## src/rtl/tcg_pkg.sv

```systemverilog
package tcg_pkg;
  typedef enum logic [1:0] {
    SRC_HPF  = 2'b00,
    SRC_DLY  = 2'b01,
    SRC_SAMP = 2'b10
  } zc_src_e;

  function automatic zc_src_e decode_src(input logic hi, input logic lo);
    if (hi) return SRC_SAMP;
    else if (lo) return SRC_DLY;
    else return SRC_HPF;
  endfunction
endpackage

```

## src/rtl/tcg_strobe.sv

```systemverilog
module tcg_strobe #(
  parameter int DIV = 8
) (
  input  logic clk,
  input  logic rst_n,
  output logic stb_o
);
  localparam int CW = (DIV > 1) ? $clog2(DIV) : 1;
  localparam logic [CW-1:0] LAST = CW'(DIV - 1);

  logic [CW-1:0] cnt;

  always_ff @(posedge clk) begin
    if (!rst_n) cnt <= '0;
    else if (cnt == LAST) cnt <= '0;
    else cnt <= cnt + 1'b1;
  end

  assign stb_o = (cnt == LAST);


  cnt_range_chk: assert property (@(posedge clk) disable iff (!rst_n)
    cnt <= LAST);

  generate
    if (DIV > 1) begin : g_gap

      strobe_gap_chk: assert property (@(posedge clk) disable iff (!rst_n)
        stb_o |=> !stb_o);
    end
  endgenerate
endmodule

```

## src/rtl/tcg_zc_sources.sv

```systemverilog
module tcg_zc_sources #(
  parameter int TE_W      = 8,
  parameter int HPF_SHIFT = 4,
  parameter int DLY_SHORT = 2,
  parameter int DLY_LONG  = 4
) (
  input  logic            clk,
  input  logic            rst_n,
  input  logic            stb_i,
  input  logic [TE_W-1:0] te_i,
  input  logic            dly_long_i,
  output logic            zc_samp_o,
  output logic            zc_hpf_o,
  output logic            zc_dly_o
);
  localparam int YW = TE_W + 4;

  logic [TE_W-1:0]     te_q;
  logic signed [YW-1:0] x_prev, y_acc, x_new, y_next;
  logic [DLY_LONG-1:0] dly_sh;

  always_ff @(posedge clk) begin
    if (!rst_n) te_q <= '0;
    else if (stb_i) te_q <= te_i;
  end

  assign zc_samp_o = te_q[TE_W-1];

  assign x_new  = YW'($signed(te_i));
  assign y_next = y_acc + x_new - x_prev - (y_acc >>> HPF_SHIFT);

  always_ff @(posedge clk) begin
    if (!rst_n) begin
      x_prev <= '0;
      y_acc  <= '0;
    end else if (stb_i) begin
      x_prev <= x_new;
      y_acc  <= y_next;
    end
  end

  assign zc_hpf_o = y_acc[YW-1];

  always_ff @(posedge clk) begin
    if (!rst_n) dly_sh <= '0;
    else if (stb_i) dly_sh <= {dly_sh[DLY_LONG-2:0], zc_samp_o};
  end

  assign zc_dly_o = dly_long_i ? dly_sh[DLY_LONG-1] : dly_sh[DLY_SHORT-1];


  samp_hold_chk: assert property (@(posedge clk) disable iff (!rst_n)
    !stb_i |=> $stable(zc_samp_o));


  dly_shift_chk: assert property (@(posedge clk) disable iff (!rst_n)
    stb_i |=> dly_sh[DLY_LONG-1:1] == $past(dly_sh[DLY_LONG-2:0]));


  hpf_hold_chk: assert property (@(posedge clk) disable iff (!rst_n)
    !stb_i |=> $stable(zc_hpf_o));

  initial begin
    if (DLY_SHORT < 1 || DLY_LONG <= DLY_SHORT)
      $display("tcg_zc_sources: tap parameters out of order");
  end
endmodule

```

## src/rtl/tcg_capture.sv

```systemverilog
module tcg_capture
  import tcg_pkg::*;
(
  input  logic clk,
  input  logic rst_n,
  input  logic src_hi_i,
  input  logic src_lo_i,
  input  logic zc_samp_i,
  input  logic zc_hpf_i,
  input  logic zc_dly_i,
  input  logic mirror_i,
  output logic cout_o
);
  zc_src_e src;
  logic    zc_sel, zc_prev;

  assign src = decode_src(src_hi_i, src_lo_i);

  always_comb begin
    unique case (src)
      SRC_SAMP: zc_sel = zc_samp_i;
      SRC_DLY:  zc_sel = zc_dly_i;
      default:  zc_sel = zc_hpf_i;
    endcase
  end

  always_ff @(posedge clk) begin
    if (!rst_n) begin
      zc_prev <= 1'b0;
      cout_o  <= 1'b0;
    end else begin
      zc_prev <= zc_sel;
      if (zc_sel != zc_prev) cout_o <= mirror_i;
    end
  end


  priority_chk: assert property (@(posedge clk) disable iff (!rst_n)
    src_hi_i |-> zc_sel == zc_samp_i);


  hold_chk: assert property (@(posedge clk) disable iff (!rst_n)
    (zc_sel == zc_prev) |=> $stable(cout_o));


  capture_chk: assert property (@(posedge clk) disable iff (!rst_n)
    (zc_sel != zc_prev) |=> cout_o == $past(mirror_i));
endmodule

```

## src/rtl/track_cross_gen.sv

```systemverilog
module track_cross_gen #(
  parameter int TE_W      = 8,
  parameter int DIV       = 8,
  parameter int HPF_SHIFT = 4,
  parameter int DLY_SHORT = 2,
  parameter int DLY_LONG  = 4
) (
  input  logic            clk,
  input  logic            rst_n,
  input  logic [TE_W-1:0] te_i,
  input  logic            mirror_i,
  input  logic            src_hi_i,
  input  logic            src_lo_i,
  input  logic            dly_long_i,
  output logic            cout_o
);
  logic stb, zc_samp, zc_hpf, zc_dly;

  tcg_strobe #(.DIV(DIV)) u_stb (
    .clk(clk), .rst_n(rst_n), .stb_o(stb)
  );

  tcg_zc_sources #(
    .TE_W(TE_W), .HPF_SHIFT(HPF_SHIFT),
    .DLY_SHORT(DLY_SHORT), .DLY_LONG(DLY_LONG)
  ) u_src (
    .clk(clk), .rst_n(rst_n), .stb_i(stb), .te_i(te_i),
    .dly_long_i(dly_long_i),
    .zc_samp_o(zc_samp), .zc_hpf_o(zc_hpf), .zc_dly_o(zc_dly)
  );

  tcg_capture u_cap (
    .clk(clk), .rst_n(rst_n),
    .src_hi_i(src_hi_i), .src_lo_i(src_lo_i),
    .zc_samp_i(zc_samp), .zc_hpf_i(zc_hpf), .zc_dly_i(zc_dly),
    .mirror_i(mirror_i), .cout_o(cout_o)
  );


  reset_out_chk: assert property (@(posedge clk)
    !rst_n |=> !cout_o);
endmodule

```

## config.mk

```make
export PLATFORM = sky130hd
export DESIGN_NAME = track_cross_gen
export DESIGN_NICKNAME = d
export VERILOG_FILES = /design/src/rtl/tcg_pkg.sv /design/src/rtl/tcg_strobe.sv /design/src/rtl/tcg_zc_sources.sv /design/src/rtl/tcg_capture.sv /design/src/rtl/track_cross_gen.sv
export SDC_FILE = /design/constraint.sdc
export NUM_CORES = 1
export LEC_CHECK = 0
export ABC_AREA = 0
export CAP_MARGIN = 40
export CORE_MARGIN = 1.5
export CORE_UTILIZATION = 53
export DETAILED_ROUTE_END_ITERATION = 8
export GPL_ROUTABILITY_DRIVEN = 0
export PLACE_DENSITY = 0.76
export SLEW_MARGIN = 30
export SYNTH_ARGS = -nofsm -noshare
export SYNTH_HDL_FRONTEND = slang
export SYNTH_SLANG_ARGS = --single-unit
```

## constraint.sdc

```tcl
create_clock -name clk -period 3.3 [get_ports clk]
set_clock_uncertainty 0.05 [all_clocks]
set_input_delay 0.99 -clock clk [delete_from_list [all_inputs] [get_ports clk]]
set_output_delay 0.99 -clock clk [all_outputs]
set_load 0.02 [all_outputs]
```

==> out/metrics.yaml <==
cts:
  clock_latency_ps: 280
  cts.path.max_buffers: 2
  cts-root-buf: "clkbuf_8"
  cts_made_buffers: 5
  h-tree-depth: 2
  cts.clk_slew.worst_paths_ps: 70
  cts_num_sinks: 29
  ctsHoldBuffers: 0
  cts_tree: "done"
floorplanning:
  io_pins: 15
  num_rows: 23
  dieArea_um2: 4469
  initial_core_util_pct: 54.41
  core_um2: 3971
  die-width_um: 66.85
  fp.dieH_um: 66.85
timing:
  slew_viol_final: 0
  whs_ps: 387.8
  fmax_mhz: 301.0
  setup_violations: 1
  fin_ws_ps: -22.13
  fin_crit_ps: 3322
  relSlewSlack_pct: 72.70
  rsz0062_at_grt: "yes"
  tightest_slew_ps: 408.5
  hold_viol: 0
  finalCritPeriodShare_pct: 100.7
placed_design:
  preCtsSetupSlack_ps: -695.1
  hpwl_um: 3745
  port_buffers: 14
synth:
  synth.avg_cell_area_um2: 9.274
  ys.flop_type: "dfxtp_1"
  synth_edf_count: 0
  yosysTopAreaCellShare_pct: 26.87
  ys_seq_area_share_pct: 26.87
  synth_area_leader_cell: "dfxtp_1"
  synth.area.top_cells: "dfxtp_1, fa_1, ha_1, mux2i_1, inv_1"
  ys_top_cells_by_count: "inv_1, dfxtp_1, fa_1"
  ys_types: 41
  syn-cell-area_um2: 2161
  synthCells: 233
  synthesis.nets: 281
  yosys_warnings: 0
  synthArstFlopShare_pct: 0
  yosysMostFrequentCell: "inv_1"
  ys_ff_latch: 29
global_routing:
  gr-total-overflow: 0
  grt_pass1_wl_um: 8052
  grt_pass1_vias: 1757
  grt_util_all_layers_pct: 24.68
  grt_max_degree: 24
  antenna_found_initial: 0
min_path:
  hold_path.class: "flip-flop to flip-flop"
  min_from: "u_stb.cnt[0]$_SDFF_PP0_"
cells_and_area:
  syn2layout_area_growth_pct: 32.25
  fill_cells: 294
  diodes: 0
  drive_gt1_share_pct: 29.64
  nNetsFinal: 327
detailed_routing:
  finalWirelength_um: 5067
  viasPerCell: 5.388
  dr_total_vias: 1778
  wl_per_cell_um: 15.35
  dr.pass1.iters: 4
  drtIter0Drc: 71
  drc: 0
  drtAntennaViolNets: 0
critical_path:
  required_ps: 3420
  critical_path.endpoint_type: "flip-flop"
  r2r-start: "u_src.te_q[7]$_SDFFE_PN0P_"
  cp-start-kind: "primary input"
  setup.worst_path.start: "te_i[6]"
  cp_data_arrival_time_ps: 3440
  crit_type: "primary input to flip-flop"
  worst-path-max-fanout: 5
status:
  violations: "negative setup slack"
  status: "complete, but fails checks"
flow_run:
  cap_violations: 0
power_and_ir_drop:
  leakage_nw: 1.183
  power_density_nw_per_um2: 342.0
  irDropWorstVdd_mv: 0.2022
[power by group]
part           switching [W]  internal (W)
sequential        0.00000331      0.000355
clock               0.000145      0.000188
combinational       0.000137      0.000148
total               0.000285      0.000692
[worst paths after layout]
kind / to / slack (ps) / cells past startpoint
max reg2reg: u_src.y_acc[10]$_SDFFE_PN0P_ / 370 / 9
min reg2reg: u_stb.cnt[0]$_SDFF_PP0_ / 390 / 1
min: u_stb.cnt[0]$_SDFF_PP0_ / 390 / 1
max: u_src.y_acc[9]$_SDFFE_PN0P_ / -20 / 11
[layer usage]
metal,GRT usage (%),up-vias,part of all wire [%]
li1,-,873,-
met1,28.51,864,43
met2,45.13,26,52
met3,4.561,15,2.4
met4,8.673,0,2.5
met5,0,-,0
[kinds of logic after synthesis]
| group | count (synthesis) | share of synthesized area [%] |
|---|---|---|
| compound gates | 43 | 13.38 |
| xor+xnor | 5 | 2.027 |
| fa+ha+maj | 34 | 26.64 |
| buf+inv | 44 | 7.874 |
| flops | 29 | 26.87 |
| mux | 16 | 7.412 |
| simple gates | 62 | 15.81 |
[state kept, by name, indices dropped and copies added, names as in the netlist]
| register | count |
|---|---|
| u_stb.cnt | 3 |
| u_cap.cout_o | 1 |
| u_src.y_acc | 12 |
| u_cap.zc_prev | 1 |
| u_src.dly_sh | 4 |
| u_src.te_q | 8 |
[through the flow]
step	area (um2)	util (%)	TNS, ps	cells	power (W)
final	2858	71.96	-22.13	330	0.0009775
after global routing	2858	71.96	-296.1	330	0.001023
after CTS	2761	69.53	0	327	0.0009504
after detailed placement	2615	65.85	-5469	313	0.0006040
after global placement	2615	65.85	-5010	313	0.0005969
after floorplan	2276	-	-13.74	233	0.0005146
[worst max-delay path: stages]
cell and delay [ps]:
dlygate4sd2_1 210, inv_1 60, fa_1 490, fa_1 530, inv_2 50, ha_4 230
buf_4 140, nand2_1 60, nand2_1 150, and3_1 210, or3_1 330
[cell type report]
| cell class | instances | area, um2 | area share (%) |
|---|---|---|---|
| timing repair buffer | 47 | 376.6 | 13.18 |
| clock inverter | 1 | 5.005 | 0.1751 |
| sequential | 29 | 580.6 | 20.32 |
| tap | 50 | 62.56 | 2.189 |
| clock buffer | 7 | 96.34 | 3.371 |
| multi-input combinational | 160 | 1599 | 55.95 |
| inverter | 36 | 137.6 | 4.816 |
[cells in the final DEF, fill, tap and decap left out, types with 3 or more instances in the layout]
cell             instances
a21oi_1                  6
a21oi_2                  4
and2_1                   4
and3_1                   3
buf_2                    3
buf_4                   33
clkbuf_8                 7
clkdlybuf4s50_1          7
dfxtp_1                 29
fa_1                    18
ha_1                     5
ha_4                     9
inv_1                   24
inv_2                   11
mux2i_1                 16
nand2_1                 14
nand3_1                  5
nand3b_1                 4
nor2_1                   5
nor2b_1                 16
o21ai_0                  6
o21ai_1                  5
xnor2_1                  3
[timing repair]
item                                    4_1_cts  5_1_grt
endpoints found under the hold margin         0        0
setup buffers                                 6        4
resized for setup                            31       23
pin swaps                                    30       29
endpoints found under the setup margin        9        7
(Power assumes the default switching activity.)
